File: config.mk
export PLATFORM = sky130hd
export DESIGN_NAME = rtcCalendar
export DESIGN_NICKNAME = d
export VERILOG_FILES = /design/src/rtl/rtcPkg.sv /design/src/rtl/rtcCommitTimer.sv /design/src/rtl/rtcCtrl.sv /design/src/rtl/rtcData.sv /design/src/rtl/rtcCalendar.sv
export SDC_FILE = /design/constraint.sdc
export NUM_CORES = 1
export LEC_CHECK = 0
export BUFFER_PORTS_ARGS = -buffer_cell sky130_fd_sc_hd__clkbuf_2
export CORE_MARGIN = 2
export CORE_UTILIZATION = 40
export CTS_CLUSTER_SIZE = 24
export DETAILED_ROUTE_END_ITERATION = 6
export GPL_ROUTABILITY_DRIVEN = 0
export HOLD_SLACK_MARGIN = 0.02
export PLACE_DENSITY_LB_ADDON = 0.15
export REMOVE_ABC_BUFFERS = 1
export SYNTH_ARGS = -nofsm -noshare
export SYNTH_HDL_FRONTEND = slang
export SYNTH_SLANG_ARGS = --single-unit
File: constraint.sdc
create_clock -name clk -period 7.75 [get_ports clk]
set_clock_uncertainty 0.1 [all_clocks]
set_input_delay 0.775 -clock clk [delete_from_list [all_inputs] [get_ports clk]]
set_output_delay 0.775 -clock clk [all_outputs]
set_load 0.02 [all_outputs]
File: src/rtl/rtcPkg.sv
package rtcPkg;

  // strobes from control to datapath
  typedef struct packed {
    logic loadTime;   // commit staged time word
    logic loadDate;   // commit staged date word
    logic advTime;    // tick may advance the time word
    logic advDate;    // tick carry may advance the date word
  } rtcStrobeT;

  localparam int CH_TIME = 0;
  localparam int CH_DATE = 1;
  localparam int NUM_CH  = 2;

endpackage

File: src/rtl/rtcCommitTimer.sv
module rtcCommitTimer #(
  parameter int COMMIT_CYCLES = 4
) (
  input  logic clk,
  input  logic rstN,
  input  logic wrStart,
  output logic busy,
  output logic commit
);
  localparam int CNT_W = (COMMIT_CYCLES > 2) ? $clog2(COMMIT_CYCLES) : 1;
  localparam logic [CNT_W-1:0] CNT_LOAD = CNT_W'(COMMIT_CYCLES - 1);

  logic [CNT_W-1:0] cnt;

  // a fresh write in the commit cycle cancels the commit and restarts
  assign commit = busy && (cnt == '0) && !wrStart;

  always_ff @(posedge clk) begin
    if (!rstN) begin
      busy <= 1'b0;
      cnt  <= '0;
    end else if (wrStart) begin
      busy <= 1'b1;
      cnt  <= CNT_LOAD;
    end else if (commit) begin
      busy <= 1'b0;
    end else if (busy) begin
      cnt <= cnt - 1'b1;
    end
  end

  AST_WRITE_SETS_BUSY: assert property (@(posedge clk) disable iff (!rstN)
    wrStart |=> busy && !commit);
  AST_COMMIT_DROPS_BUSY: assert property (@(posedge clk) disable iff (!rstN)
    commit |=> !busy);
  AST_COMMIT_ONLY_WHEN_BUSY: assert property (@(posedge clk) disable iff (!rstN)
    commit |-> $past(busy));

endmodule

File: src/rtl/rtcCtrl.sv
module rtcCtrl
  import rtcPkg::*;
#(
  parameter int COMMIT_CYCLES = 4
) (
  input  logic      clk,
  input  logic      rstN,
  input  logic      wrTime,
  input  logic      wrDate,
  input  logic      secTick,
  output rtcStrobeT strb,
  output logic      timeBusy,
  output logic      dateBusy
);
  logic [NUM_CH-1:0] wrVec;
  logic [NUM_CH-1:0] busyVec;
  logic [NUM_CH-1:0] commitVec;

  assign wrVec[CH_TIME] = wrTime;
  assign wrVec[CH_DATE] = wrDate;

  for (genvar g = 0; g < NUM_CH; g++) begin : gChan
    rtcCommitTimer #(.COMMIT_CYCLES(COMMIT_CYCLES)) i_timer (
      .clk    (clk),
      .rstN   (rstN),
      .wrStart(wrVec[g]),
      .busy   (busyVec[g]),
      .commit (commitVec[g])
    );
  end

  assign timeBusy = busyVec[CH_TIME];
  assign dateBusy = busyVec[CH_DATE];

  always_comb begin
    strb.loadTime = commitVec[CH_TIME];
    strb.loadDate = commitVec[CH_DATE];
    strb.advTime  = secTick && !busyVec[CH_TIME];
    strb.advDate  = secTick && !busyVec[CH_DATE];
  end

  AST_NO_ADVANCE_WHILE_LOADING: assert property (@(posedge clk) disable iff (!rstN)
    !(strb.loadTime && strb.advTime));

endmodule

File: src/rtl/rtcData.sv
module rtcData
  import rtcPkg::*;
#(
  parameter int YEAR_W    = 6,
  parameter int BASE_YEAR = 2010
) (
  input  logic        clk,
  input  logic        rstN,
  input  rtcStrobeT   strb,
  input  logic        wrTime,
  input  logic        wrDate,
  input  logic [31:0] wrData,
  output logic [31:0] timeWord,
  output logic [31:0] dateWord
);
  localparam int LEAP_POS = 16 + YEAR_W;

  function automatic logic leapRule(input int y);
    return ((y % 4) == 0) && (((y % 100) != 0) || ((y % 400) == 0));
  endfunction

  function automatic logic [4:0] monthLen(input logic [3:0] m, input logic lp);
    case (m)
      4'd2:                     return lp ? 5'd29 : 5'd28;
      4'd4, 4'd6, 4'd9, 4'd11:  return 5'd30;
      default:                  return 5'd31;
    endcase
  endfunction

  localparam logic RESET_LEAP = leapRule(BASE_YEAR);

  // visible state
  logic [5:0]        secQ, minQ;
  logic [4:0]        hourQ;
  logic [4:0]        dayQ;
  logic [3:0]        monthQ;
  logic [YEAR_W-1:0] yearQ;
  logic              leapQ;

  // staged values waiting for commit
  logic [5:0]        stSec, stMin;
  logic [4:0]        stHour, stDay;
  logic [3:0]        stMonth;
  logic [YEAR_W-1:0] stYear;
  logic              stLeap;

  logic unusedWrBits;
  assign unusedWrBits = ^wrData;

  // next-state for one tick
  logic [5:0]        nSec, nMin;
  logic [4:0]        nHour, nDay;
  logic [3:0]        nMonth;
  logic [YEAR_W-1:0] nYear;
  logic              nLeap;
  logic              minCarry, hourCarry, dayCarry, monthCarry, yearCarry;

  always_comb begin
    minCarry   = (secQ >= 6'd59);
    hourCarry  = minCarry && (minQ >= 6'd59);
    dayCarry   = hourCarry && (hourQ >= 5'd23);
    monthCarry = dayCarry && (dayQ >= monthLen(monthQ, leapQ));
    yearCarry  = monthCarry && (monthQ >= 4'd12);

    nSec  = minCarry  ? 6'd0 : secQ + 6'd1;
    nMin  = hourCarry ? 6'd0 : (minCarry ? minQ + 6'd1 : minQ);
    nHour = dayCarry  ? 5'd0 : (hourCarry ? hourQ + 5'd1 : hourQ);

    nDay   = monthCarry ? 5'd1 : dayQ + 5'd1;
    nMonth = yearCarry ? 4'd1 : (monthCarry ? monthQ + 4'd1 : monthQ);
    nYear  = yearCarry ? yearQ + 1'b1 : yearQ;
    nLeap  = yearCarry ? leapRule(BASE_YEAR + int'(nYear)) : leapQ;
  end

  // staging registers
  always_ff @(posedge clk) begin
    if (!rstN) begin
      stSec  <= '0;
      stMin  <= '0;
      stHour <= '0;
    end else if (wrTime) begin
      stSec  <= wrData[5:0];
      stMin  <= wrData[13:8];
      stHour <= wrData[20:16];
    end
  end

  always_ff @(posedge clk) begin
    if (!rstN) begin
      stDay   <= 5'd1;
      stMonth <= 4'd1;
      stYear  <= '0;
      stLeap  <= 1'b0;
    end else if (wrDate) begin
      stDay   <= wrData[4:0];
      stMonth <= wrData[11:8];
      stYear  <= wrData[16 +: YEAR_W];
      stLeap  <= wrData[LEAP_POS];
    end
  end

  // visible time and date, updated on the same edge
  always_ff @(posedge clk) begin
    if (!rstN) begin
      secQ  <= '0;
      minQ  <= '0;
      hourQ <= '0;
    end else if (strb.loadTime) begin
      secQ  <= stSec;
      minQ  <= stMin;
      hourQ <= stHour;
    end else if (strb.advTime) begin
      secQ  <= nSec;
      minQ  <= nMin;
      hourQ <= nHour;
    end
  end

  always_ff @(posedge clk) begin
    if (!rstN) begin
      dayQ   <= 5'd1;
      monthQ <= 4'd1;
      yearQ  <= '0;
      leapQ  <= RESET_LEAP;
    end else if (strb.loadDate) begin
      dayQ   <= stDay;
      monthQ <= stMonth;
      yearQ  <= stYear;
      leapQ  <= stLeap;
    end else if (strb.advTime && strb.advDate && dayCarry) begin
      dayQ   <= nDay;
      monthQ <= nMonth;
      yearQ  <= nYear;
      leapQ  <= nLeap;
    end
  end

  always_comb begin
    timeWord        = '0;
    timeWord[5:0]   = secQ;
    timeWord[13:8]  = minQ;
    timeWord[20:16] = hourQ;
    dateWord                  = '0;
    dateWord[4:0]             = dayQ;
    dateWord[11:8]            = monthQ;
    dateWord[16 +: YEAR_W]    = yearQ;
    dateWord[LEAP_POS]        = leapQ;
  end

  AST_SEC_WRAP: assert property (@(posedge clk) disable iff (!rstN)
    strb.advTime && !strb.loadTime && secQ == 6'd59 |=> secQ == 6'd0);
  AST_DAY_ROLL_SAME_EDGE: assert property (@(posedge clk) disable iff (!rstN)
    strb.advTime && strb.advDate && dayCarry && !strb.loadDate
    |=> hourQ == 5'd0 && dayQ != $past(dayQ));
  AST_NEW_YEAR_JAN1: assert property (@(posedge clk) disable iff (!rstN)
    strb.advTime && strb.advDate && yearCarry && !strb.loadDate
    |=> dayQ == 5'd1 && monthQ == 4'd1);

endmodule

File: src/rtl/rtcCalendar.sv
module rtcCalendar
  import rtcPkg::*;
#(
  parameter int COMMIT_CYCLES = 4,
  parameter int YEAR_W        = 6,
  parameter int BASE_YEAR     = 2010,
  parameter int ADDR_W        = 4
) (
  input  logic              clk,
  input  logic              rstN,
  input  logic              secTick,
  input  logic [ADDR_W-1:0] busAddr,
  input  logic              busWrEn,
  input  logic [31:0]       busWrData,
  output logic [31:0]       busRdData
);
  localparam logic [ADDR_W-1:0] CTRL_OFF = ADDR_W'(8'h00);
  localparam logic [ADDR_W-1:0] DATE_OFF = ADDR_W'(8'h04);
  localparam logic [ADDR_W-1:0] TIME_OFF = ADDR_W'(8'h08);
  localparam int TIME_BUSY_BIT = 8;
  localparam int DATE_BUSY_BIT = 7;

  rtcStrobeT   strb;
  logic        timeBusy, dateBusy;
  logic        wrTime, wrDate;
  logic [31:0] timeWord, dateWord, ctrlWord;

  assign wrTime = busWrEn && (busAddr == TIME_OFF);
  assign wrDate = busWrEn && (busAddr == DATE_OFF);

  rtcCtrl #(.COMMIT_CYCLES(COMMIT_CYCLES)) i_ctrl (
    .clk     (clk),
    .rstN    (rstN),
    .wrTime  (wrTime),
    .wrDate  (wrDate),
    .secTick (secTick),
    .strb    (strb),
    .timeBusy(timeBusy),
    .dateBusy(dateBusy)
  );

  rtcData #(.YEAR_W(YEAR_W), .BASE_YEAR(BASE_YEAR)) i_data (
    .clk     (clk),
    .rstN    (rstN),
    .strb    (strb),
    .wrTime  (wrTime),
    .wrDate  (wrDate),
    .wrData  (busWrData),
    .timeWord(timeWord),
    .dateWord(dateWord)
  );

  always_comb begin
    ctrlWord                = '0;
    ctrlWord[TIME_BUSY_BIT] = timeBusy;
    ctrlWord[DATE_BUSY_BIT] = dateBusy;
  end

  always_comb begin
    case (busAddr)
      CTRL_OFF: busRdData = ctrlWord;
      DATE_OFF: busRdData = dateWord;
      TIME_OFF: busRdData = timeWord;
      default:  busRdData = '0;
    endcase
  end

  AST_TIME_HELD_WHILE_BUSY: assert property (@(posedge clk) disable iff (!rstN)
    timeBusy && !strb.loadTime |=> $stable(timeWord));
  AST_DATE_HELD_WHILE_BUSY: assert property (@(posedge clk) disable iff (!rstN)
    dateBusy && !strb.loadDate |=> $stable(dateWord));
  AST_IDLE_TIME_NO_TICK: assert property (@(posedge clk) disable iff (!rstN)
    !secTick && !timeBusy && !wrTime |=> $stable(timeWord));

endmodule

# == Yosys cells after proc, flatten, opt, wreduce, memory -nomap -nowiden ==
# Cells that the tools add are included.
# classes
add_sub_neg,9
n_mul,0
n_div,2
order_cmp,5
eq_ne,9
n_shift,0
mux,37
bitwise,1
n_reduce_logical,44
# op_table
op,count
case mux 23 bit (3 select lines),1
zero test 32 bit,2
two-way mux 6 bit,10
two-way mux 5 bit,7
"modulo 32 x 10 -> 32 bit, second input constant",1
"modulo 32 x 8 -> 32 bit, second input constant",1
nonzero test 32 bit,1
"adder 6 x 1 -> 6 bit, second input constant",3
two-way mux 4 bit,4
logical AND 1 bit,15
nonzero test 2 bit,7
"adder 11 x 6 -> 12 bit, first input constant",1
"equality test 4 x 3 -> 1 bit, second input constant",3
"equality test 4 bit, second input constant",3
">= comparator 6 bit, second input constant",2
two-way mux 2 bit,6
AND reduction 2 bit,6
"adder 5 x 1 -> 5 bit, second input constant",2
case mux 5 bit (2 select lines),1
nonzero test 3 bit,3
two-way mux 1 bit,8
>= comparator 5 bit,1
">= comparator 5 bit, second input constant",1
"adder 4 x 1 -> 4 bit, second input constant",1
other kinds (11),17
# totals
register_bits,72
latch_bits,0
ram_bits,0
rom_bits,0
in_bits,40
output_inout_bits,32
wordCells,125
mem_count,0

# == Depth between registers and ports, before layout ==
# Gate-level depths: netlist of the first run.
# logic_depth
depth_word,15
mapped_depth,36
ltp_nobuf,34

# == By module ==
# From an unflattened synthesis of the first run, not the netlist that was laid out.
# unflattened
hier_cells,760
hier_area_um2,6080.8
# modules_own_cells
module,n_inst,cells_per_inst,area_per_inst_um2,seq_area_each_um2
rtcData,1,685,5263.8,1321.3
rtcCalendar,1,45,469.2,0.0
rtcCommitTimer,2,14,160.2,60.1
rtcCtrl,1,2,27.5,0.0

# == Worst setup path before layout of the first run ==
# Ideal clock, no wire load.
# synth_timing
path_kind,reg2reg
startpoint,reg i_data.monthQ[0]
endpoint,reg i_data.leapQ
t_arrival_ps,6439
setup_slack_ps,1097
stages_incl_launch_ff,37
n_path_buf,2
period_less_slack_ps,6653
cell_sequence,dfxtp_1 -> inv_1 -> ha_1 -> o21ai_0 -> o21ai_0 -> o21ai_0 -> ha_1 -> nand2b_1 -> a21o_1 -> and4_1 -> buf_2 -> nand2_1 -> xor2_1 -> inv_1 -> ha_1 -> inv_1 -> o21a_1 -> inv_1 -> ha_1 -> buf_1 -> clkinv_1 -> nor3_1 -> a31oi_1 -> mux2i_1 -> a311oi_1 -> a211oi_2 -> o2111ai_1 -> a41o_1 -> nand3_1 -> a221o_1 -> a211oi_2 -> o2111ai_1 -> nand4_1 -> xnor2_1 -> o31ai_2 -> o2111ai_1 -> a21o_1
# synth_via
elab_chain_len,15
elab_cells_between_ends,27
cone_classes,1 x add/sub; 2 x div; 2 x order compare; 5 x eq/ne; 5 x mux; 1 x bitwise; 11 x reduce/logical
# synth_rtl
item,line_no,text
start: declaration,rtcData.sv:36,logic [3:0] monthQ;
start signal: assignment,rtcData.sv:127,monthQ <= stMonth;
start signal: assignment,rtcData.sv:132,monthQ <= nMonth;
equality test 4 x 3 -> 1 bit / equality test 4 bit (equally long branches),rtcData.sv:23,case (m)
OR reduction 4 bit,rtcData.sv:23,
case mux 5 bit (2 select lines),rtcData.sv:23,
>= comparator 5 bit,rtcData.sv:62,"monthCarry = dayCarry && (dayQ >= monthLen(monthQ, leapQ));"
logical AND 1 bit,rtcData.sv:62,
logical AND 1 bit *,rtcData.sv:63,yearCarry = monthCarry && (monthQ >= 4'd12);
two-way mux 6 bit,rtcData.sv:71,nYear = yearCarry ? yearQ + 1'b1 : yearQ;
adder 11 x 6 -> 12 bit,rtcData.sv:72,nLeap = yearCarry ? leapRule(BASE_YEAR + int'(nYear)) : leapQ;
"modulo 32 x 8 -> 32 bit, or another cell as far along",rtcData.sv:19,return ((y % 4) == 0) && (((y % 100) != 0) || ((y % 400) == 0));
"nonzero test 32 bit, or another cell as far along",rtcData.sv:19,
logical OR 1 bit / zero test 32 bit (equally long branches),rtcData.sv:19,
logical AND 1 bit,rtcData.sv:19,
two-way mux 1 bit,rtcData.sv:72,
two-way mux 1 bit,rtcData.sv:130,end else if (strb.advTime && strb.advDate && dayCarry) begin
two-way mux 1 bit,rtcData.sv:125,end else if (strb.loadDate) begin
end signal: assignment,rtcData.sv:129,leapQ <= stLeap;
end signal: assignment,rtcData.sv:134,leapQ <= nLeap;
end: declaration,rtcData.sv:38,logic leapQ;
# Every way passes the cells marked *; elsewhere a longest branch is shown, timed or not. The select of a mux whose other input is x is not followed.
# A chain may end at the register's enable or synchronous reset.

# == Worst setup path after layout of the first run ==
# layout_timing
startpoint,reg i_data.monthQ[1]
endpoint,reg i_data.leapQ
# The elaborated chain is that of the path after synthesis.

==> flow_metrics.tcl, run 1 <==
set metrics [dict create \
    status "finished clean" \
    placed_cells 909 \
    fillCellCount 1357 \
    yosysSeqAreaShare_pct 26.64 \
    cts_tree "done" \
    finalWirelength_mm 15.06 \
    maxCapViolCount 0 \
    p_switching_uw 190.5 \
    max_freq_ghz 0.1399 \
    cp.required_ns 7.89 \
    p_leak_nw 2.406 \
    cp_slowest_cell "a221o_1" \
    synth.avg_cell_area_sq_um 7.516 \
    timing.slew.headroom_pct 42.39 \
    vias 5422 \
    synth_cells 720 \
    pre_cts_slack_ns 0.4448 \
    timing.final.crit_share_pct 92.25 \
    fp.dieArea_sq_mm 0.01447 \
    setup-tns-final_ns 0 \
    pwr-share-clk_pct 48.8 \
    die_y_um 120.3 \
    final_hold_viol_count 0 \
    netSwitchingFraction_pct 22.98 \
    critPathCaptureType "flip-flop" \
    track_usage_pct 21.11 \
    first_pass_iters 5 \
    viasPerCell 5.862 \
    antenna_found_initial 0 \
    setup_violations 0 \
    place_hpwl_mm 11.00 \
    ir_drop_mv 0.1447 \
    period_needed_ns 7.149 \
    post_dp_cell_area_sq_mm 0.005710 \
    path_class "reg -> reg" \
    area_delta_synth_final_pct 11.70 \
    overflow 0 \
    cpPeakStageDelay_ns 0.45 \
    ys_warn_count 0 \
    insertion_delay_ns 0.34 \
    wl_per_cell_um 16.28 \
    first_global_vias 5024 \
    rsz0062_at_grt "false" \
    die_w_um 120.3 \
    root_buffer "clkbuf_16" \
    postSynth.topFlopCell "dfxtp_1" \
    postCtsHoldBufs 0 \
    tightest_slew_ns 0.8637 \
    worst_ep_arrival_time_ns 7.29 \
    netlist_area_sq_mm 0.005411 \
    seqCellArea_sq_mm 0.001443 \
    drive_gt1_share_pct 13.08 \
    fin_area_sq_mm 0.006045 \
    seqPwrFrac_pct 45.8 \
    multiInputGateArea_sq_mm 0.003717 \
    clkSinkCount 72 \
    p_int_uw 638.6 \
    grt_first_pass_wirelength_mm 24.82 \
    synth_edf_count 0 \
    synth_cell_types 82 \
    worst_slack_ns 0.6008 \
    cts_inserted_buffers 9 \
    hp-start "i_data.stSec[5]$_SDFFE_PN0P_" \
    drcViolationCount 0 \
    p_per_area_mw_per_mm2 137.2 \
    p_comb_share_pct 5.4 \
    startpoint_type "flip-flop" \
    cts_buffer_depth 2 \
    ant_nets 0 \
    p_total_uw 829.1 \
    layout.cells.non_filler 925 \
    coreArea_sq_mm 0.01324 \
    clk_pin_slew_ns 0.05 \
    layout.nets 804 \
    grt_max_degree 74 \
    ios 72 \
    rows 42 \
    io_buffers 46 \
    async_flop_share_pct 0 \
    synth-seq-cells 72 \
    diodes 0 \
    drv_slew 0 \
    crit-reg2reg-launch "i_data.monthQ[1]$_SDFFE_PN0P_" \
    start_util_pct 40.86 \
    drtIter0Drc 443 \
    cp_max_fo 8 \
    cp-startpoint "i_data.monthQ[1]$_SDFFE_PN0P_" \
    hold_path_class "reg -> reg" \
    htree_levels 3 \
]
cells in the mapped netlist, drive strengths merged (10+ instances only):
master	n	share of area, %
nand2	130	9.0
dfxtp	72	27
nor2	49	3.4
o21ai	41	3.9
a21boi	40	5.5
nand3	35	3.2
clkbuf	32	2.2
a21oi	23	2.1
buf	21	2.7
ha	19	4.4
nor3	18	1.9
o211ai	18	2.6
inv	17	1.2
and3	16	1.9
o211a	15	2.8
a22o	13	2.1
nor2b	13	1.5
and2	11	1.3
xor2	11	1.8
a211oi	10	1.6
routing by layer:
layer / global-route usage, % / vias to the layer above / part of all wire [%]
li1: - / 2666 / -
met1: 28.51 / 2556 / 47
met2: 34.77 / 183 / 47
met3: 4.057 / 17 / 5.3
met4: 5.160 / 0 / 1.2
met5: 0 / - / 0
power groups by stage:
stage	logic (mW)	clock network, mW	registers [mW]
finish	0.0447	0.404	0.380
global route	0.0495	0.430	0.380
CTS	0.0449	0.415	0.380
global placement	0.0437	0	0.388
floorplan	0.0239	0	0.387
detailed placement	0.0447	0	0.388
per-stage QoR:
stage	hold WS, ns	util (%)
2_1_floorplan	0.3386	-
5_1_grt	0.3960	45.64
4_1_cts	0.3657	45.29
3_3_place_gp	0.3523	43.12
3_5_place_dp	0.3581	43.12
6_report	0.3629	45.64
layout make-up:
class / instances / share of cell area [%]
Sequential cell: 72 / 23.87
Tap cell: 176 / 3.643
Clock buffer: 10 / 3.788
Clock inverter: 5 / 0.9729
Multi-Input combinational cell: 587 / 61.50
Inverter: 19 / 1.180
Timing Repair Buffer: 56 / 5.051
sequential cells by signal, indices dropped and copies added (netlist names):
register                   cells
i_data.monthQ                  4
i_data.secQ                    6
i_data.stDay                   5
i_data.stHour                  5
i_data.stLeap                  1
i_ctrl.gChan.i_timer.cnt       4
i_data.minQ                    6
i_data.leapQ                   1
i_data.stMonth                 4
i_data.yearQ                   6
i_data.dayQ                    5
i_data.hourQ                   5
i_data.stMin                   6
i_data.stYear                  6
i_data.stSec                   6
i_ctrl.gChan.i_timer.busy      2
worst max-delay path: cells and delay by family, from the launching register on:
| family | cells | cell delay [ns] |
|---|---|---|
| multiplexers | 1 | 0.23 |
| adder cells (fa/ha/maj) | 4 | 0.84 |
| flip-flops | 1 | 0.41 |
| AND/OR/NAND/NOR | 5 | 0.88 |
| buffers and inverters | 5 | 0.60 |
| AO/OA/AOI/OAI | 17 | 3.61 |
| XOR/XNOR | 2 | 0.35 |
timing repair:
item | in CTS | in global routing
buffers inserted | 0 | 1
resized for setup | 0 | 10
endpoints found under the setup margin | 0 | 1
kinds of logic (layout without fill, tap and decap cells):
kind of cell / after synthesis / after routing / share of synthesized area, %
fa+ha+maj: 19 / 19 / 4.393
buf+inv: 72 / 90 / 6.243
mux: 5 / 5 / 0.9249
xor+xnor: 20 / 20 / 3.237
compound gates: 231 / 231 / 32.35
other cells: 1 / 12 / 0.06930
flops: 72 / 72 / 26.64
simple gates: 300 / 300 / 26.15
final timing paths:
check	end	slack [ns]	cells after the start
worst min register to register	i_data.stSec[5]$_SDFFE_PN0P_	0.36	2
worst max-delay path	i_data.leapQ$_SDFFE_PN0P_	0.60	34
worst min-delay path	i_data.stSec[5]$_SDFFE_PN0P_	0.36	2
worst max register to register	i_data.leapQ$_SDFFE_PN0P_	0.60	34
cells in the final DEF, fill, tap and decap left out, types with 19 or more instances in the layout:
cell | synthesis | routed
dfxtp_1 | 72 | 71
o21ai_0 | 37 | 35
nand2_1 | 130 | 130
a21boi_0 | 40 | 40
nor2_1 | 49 | 49
a21oi_1 | 23 | 23
clkbuf_2 | 1 | 46
nand3_1 | 35 | 35
ha_1 | 19 | 19
No activity file was read; power rests on OpenSTA's default activity.
==> inputs of run 2 (changes only) <==
ABC_AREA = 1   (was default)
PLACE_DENSITY_LB_ADDON = 0.25   (was 0.15)
==> flow_metrics.tcl, run 2 <==
set metrics [dict create \
    status "finished clean" \
    fp.dieArea_sq_mm 0.01375 \
    yosysSeqAreaShare_pct 28.09 \
    timing.slew.headroom_pct 40.21 \
    yosysMostFrequentCell "nand2_1" \
    path_class "reg -> reg" \
    coreArea_sq_mm 0.01257 \
    drcViolationCount 0 \
    cp.required_ns 7.87 \
    clkSinkCount 72 \
    ant_nets 0 \
    crit_top_cell "nand2_2" \
    synth.largest_area_cell "dfxtp_1" \
    postSynth.topFlopCell "dfxtp_1" \
    track_usage_pct 20.17 \
    synth_cell_types 48 \
    final_cell_mix "nand2_1, inv_1, dfxtp_1" \
    p_per_area_mw_per_mm2 153.4 \
    drtIter0Drc 295 \
    setup_violations 0 \
    layout.cells.non_filler 992 \
    placed_cells 976 \
    insertion_delay_ns 0.34 \
    synth_edf_count 0 \
    period_needed_ns 6.447 \
    synth_cells 775 \
    final_hold_viol_count 0 \
    rsz0062_at_grt "false" \
    startpoint_type "flip-flop" \
    first_pass_iters 5 \
    cpPeakStageDelay_ns 0.37 \
    tightest_slew_ns 0.8936 \
    vias 4966 \
    root_buffer "clkbuf_16" \
    max_freq_ghz 0.1551 \
    synth.top_cell.area_share_pct 28.09 \
    setup-tns-final_ns 0 \
    ir_drop_mv 0.1249 \
    synth.top_cells.by_area "dfxtp_1, nand2_1, inv_1" \
    synth.avg_cell_area_sq_um 6.621 \
    die_y_um 117.3 \
    timing.final.crit_share_pct 83.18 \
    finalWirelength_mm 13.16 \
    final_util_pct 46.36 \
    cts_buffer_depth 2 \
    netlist_area_sq_mm 0.005131 \
    cts_inserted_buffers 9 \
    io_buffers 46 \
    layout_commonest_cell "nand2_1" \
    postCtsSetupRepairBufs 0 \
    ios 72 \
    htree_levels 3 \
    async_flop_share_pct 0 \
    grt_max_degree 34 \
    first_global_vias 4598 \
    critPathCaptureType "flip-flop" \
    worst_ep_arrival_time_ns 6.57 \
    die_w_um 117.3 \
    clk_pin_slew_ns 0.06 \
    cp_max_fo 9 \
    wl_per_cell_um 13.27 \
    p_leak_nw 2.628 \
    synth_commonest_cells "nand2_1, inv_1, dfxtp_1" \
    place_hpwl_mm 9.887 \
    antenna_found_initial 0 \
    drive_gt1_share_pct 16.59 \
    overflow 0 \
    grt_first_pass_wirelength_mm 22.01 \
    drv_slew 0 \
    cts_resized 0 \
    area_delta_synth_final_pct 13.56 \
    start_util_pct 40.83 \
    maxCapViolCount 0 \
    viasPerCell 5.006 \
    diodes 0 \
    rows 41 \
    synth-seq-cells 72 \
    cp_slowest_cell "dfxtp_1" \
    ys_warn_count 0 \
    postCtsHoldBufs 0 \
    layout.nets 874 \
    cts_tree "done" \
    hold_path_class "reg -> reg" \
]
[run 2: per-stage QoR]
| stage | setup slack, ns | power (mW) | instance area (sq um) | hold slack (ns) |
|---|---|---|---|---|
| 3_5_place_dp | 1.300 | 0.4344 | 5485 | 0.3442 |
| 4_1_cts | 1.258 | 0.9015 | 5827 | 0.3515 |
| 2_1_floorplan | 2.176 | 0.4127 | 4990 | 0.3239 |
| 5_1_grt | 0.6028 | 0.9243 | 5827 | 0.3684 |
| 3_3_place_gp | 1.348 | 0.4342 | 5485 | 0.3401 |
| 6_report | 1.303 | 0.8937 | 5827 | 0.3573 |
[run 2: logic make-up (layout without fill, tap and decap cells)]
group / count (synthesis) / after routing / synth area share (%)
fa+ha+maj: 19 / 19 / 4.633
xor+xnor: 17 / 17 / 2.902
flops: 72 / 72 / 28.09
buf+inv: 149 / 183 / 12.00
compound gates: 157 / 157 / 18.09
other cells: 1 / 12 / 0.07308
simple gates: 360 / 360 / 34.21
[run 2: worst paths after layout]
check | slack (ns) | cells past startpoint | endpoint | from
min | 0.36 | 2 | i_data.stHour[4]$_SDFFE_PN0P_ | i_data.stHour[4]$_SDFFE_PN0P_
min reg2reg | 0.36 | 2 | i_data.stHour[4]$_SDFFE_PN0P_ | i_data.stHour[4]$_SDFFE_PN0P_
max reg2reg | 1.30 | 42 | i_data.leapQ$_SDFFE_PN0P_ | i_data.monthQ[0]$_SDFFE_PN1P_
max | 1.30 | 42 | i_data.leapQ$_SDFFE_PN0P_ | i_data.monthQ[0]$_SDFFE_PN1P_
[run 2: metal layers]
metal | track usage, % | routed length (um) | share of wire, % | vias to the layer above
met3 | 2.626 | 456 | 3.5 | 11
li1 | - | - | - | 2621
met4 | 5.882 | 158 | 1.2 | 0
met1 | 26.67 | 6389 | 49 | 2248
met2 | 34.41 | 6156 | 47 | 86
met5 | 0 | 0 | 0 | -
[run 2: critical path: cells and delay by family (launching register included)]
family                     cells  cell delay, ns
buffers and inverters          4            0.43
AOI/OAI and AO/OA              7            1.27
and+or+nand+nor               27            3.19
adders and majority gates      4            0.97
DFF                            1            0.37
[run 2: final cells by class]
class | instances | area, sq um
timing repair buffer | 52 | 275.3
sequential | 72 | 1441
clock inverter | 4 | 75.07
fill | 1324 | 6741
multi-input combinational | 565 | 3120
clock buffer | 12 | 266.5
inverter | 115 | 432.9
tap | 172 | 215.2
[run 2: power by group]
group	total, mW	internal, mW	switching [mW]
Combinational	0.0476	0.0139	0.0338
Sequential	0.379	0.376	0.00323
Clock	0.467	0.308	0.159
Total	0.894	0.698	0.196
==> inputs of run 3 (changes only) <==
clock period = 6.4 ns   (was 7.75 ns; I/O delays follow)
==> flow_metrics.tcl, run 3 (synthesis results as in run 2) <==
set metrics [dict create \
    ir_drop_mv 0.1508 \
    setup-tns-final_ns 0 \
    start_util_pct 40.83 \
    track_usage_pct 19.70 \
    period_needed_ns 5.904 \
    r2r_cells 42 \
    rr_endpoint "i_data.leapQ$_SDFFE_PN0P_" \
    grt_first_pass_wirelength_mm 21.47 \
    crit_buf_inv 7 \
    worst_slack_ns 0.4959 \
    worst_ep_arrival_time_ns 6.03 \
    whs_path_depth 2 \
    first_pass_iters 5 \
    drv_slew 0 \
    drcViolationCount 0 \
    clk_pin_slew_ns 0.06 \
    final_cell_mix "nand2_1, inv_1, dfxtp_1" \
    cts_inserted_buffers 9 \
    htree_levels 3 \
    coreArea_sq_mm 0.01257 \
    antenna_found_initial 0 \
    wl_per_cell_um 13.25 \
    fin_area_sq_mm 0.006008 \
    tightest_slew_ns 0.9065 \
    grt_max_degree 34 \
    finalWirelength_mm 13.42 \
    drtIter0Drc 319 \
    crit-reg2reg-launch "i_data.monthQ[0]$_SDFFE_PN1P_" \
    status "finished clean" \
    ios 72 \
    timing.slew.headroom_pct 39.42 \
    postCtsHoldBufs 0 \
    layout_commonest_cell "nand2_1" \
    cp.required_ns 6.52 \
    area_delta_synth_final_pct 17.09 \
    io_buffers 46 \
    cts_tree "done" \
    reg2reg_setup_slack_ns 0.50 \
    startpoint_type "flip-flop" \
    diodes 0 \
    p_leak_nw 2.738 \
    fp.dieArea_sq_mm 0.01375 \
    clkSinkCount 72 \
    cts_buffer_depth 2 \
    rows 41 \
    die_y_um 117.3 \
    p_per_area_mw_per_mm2 175.9 \
    die_w_um 117.3 \
    cp_top_family "simple AND/OR/NAND/NOR gates" \
    cp_max_fo 8 \
    cpPeakStageDelay_ns 0.36 \
    hold_end "i_data.stHour[4]$_SDFFE_PN0P_" \
    overflow 0 \
    path_class "reg -> reg" \
    pre_cts_slack_ns 0.2953 \
    cp_slowest_cell "dfxtp_4" \
    timing.final.crit_share_pct 92.25 \
    setup_violations 0 \
    max_freq_ghz 0.1694 \
    viasPerCell 5.020 \
    ant_nets 0 \
    vias 5085 \
    hold_path_class "reg -> reg" \
    final_hold_viol_count 0 \
    maxCapViolCount 0 \
    insertion_delay_ns 0.34 \
    p_total_mw 1.057 \
    place_hpwl_mm 9.954 \
    drive_gt1_share_pct 19.50 \
    layout.nets 895 \
    critPathCaptureType "flip-flop" \
    first_global_vias 4509 \
    hp-start "i_data.stHour[4]$_SDFFE_PN0P_" \
    post_dp_cell_area_sq_mm 0.005575 \
    root_buffer "clkbuf_16" \
]
run 3: cell count changes in the layout (fill, tap and decap cells not counted), moves of 2 or more:
cell / before / now
buf_4: 6 / 27
clkbuf_8: 3 / 0
nand2_4: 1 / 4
clkinv_2: 1 / 3
nand2_1: 165 / 163
run 3: final cells by class:
| cell class | count | area [sq um] |
|---|---|---|
| inverters | 115 | 432.9 |
| well taps | 172 | 215.2 |
| fillers | 1336 | 6560 |
| clock buffers | 9 | 225.2 |
| clock inverters | 7 | 95.09 |
| multi-input cells | 565 | 3162 |
| repair buffers | 73 | 432.9 |
| flip-flops and latches | 72 | 1445 |
run 3: power breakdown:
part	internal (mW)	total (mW)	switching, mW
Combinational	0.0168	0.0580	0.0412
Clock	0.342	0.541	0.199
Sequential	0.454	0.458	0.00390
Total	0.813	1.06	0.244
run 3: what timing repair did:
item,CTS,global route
setup buffers,0,9
setup endpoints to repair,0,1
gates resized for setup,0,13
run 3: how the worst max path moves through the flow:
stage,startpoint,end,slack (ns),depth (start not counted)
final,i_data.monthQ[0]$_SDFFE_PN1P_,i_data.leapQ$_SDFFE_PN0P_,0.50,42
after global routing,i_data.monthQ[0]$_SDFFE_PN1P_,i_data.leapQ$_SDFFE_PN0P_,-0.03,46
after CTS,i_data.monthQ[0]$_SDFFE_PN1P_,i_data.leapQ$_SDFFE_PN0P_,0.28,43
after detailed placement,i_data.monthQ[0]$_SDFFE_PN1P_,i_data.leapQ$_SDFFE_PN0P_,0.30,43
after global placement,i_data.monthQ[0]$_SDFFE_PN1P_,i_data.leapQ$_SDFFE_PN0P_,0.34,43
after floorplan,i_data.monthQ[0]$_SDFFE_PN1P_,i_data.leapQ$_SDFFE_PN0P_,0.83,44
run 3: routing by layer:
layer | track usage (%) | routed length, um
met5 | 0 | 0
met4 | 7.216 | 227
met3 | 2.472 | 486
met2 | 32.95 | 6281
met1 | 26.04 | 6425
run 3: stage by stage:
stage | utilization, % | hold WS [ns] | cells
2_1_floorplan | - | 0.3239 | 752
3_3_place_gp | 44.36 | 0.3410 | 988
3_5_place_dp | 44.36 | 0.3429 | 988
4_1_cts | 46.91 | 0.3509 | 1004
5_1_grt | 47.80 | 0.3531 | 1013
6_report | 47.80 | 0.3485 | 1013
run 3: worst register-to-register path: cells and delay by family (launching register included):
kind / cells / cell delay (ns)
compound gates: 7 / 0.96
buf+inv: 7 / 0.82
flops: 1 / 0.36
fa+ha+maj: 4 / 0.95
simple gates: 24 / 2.62
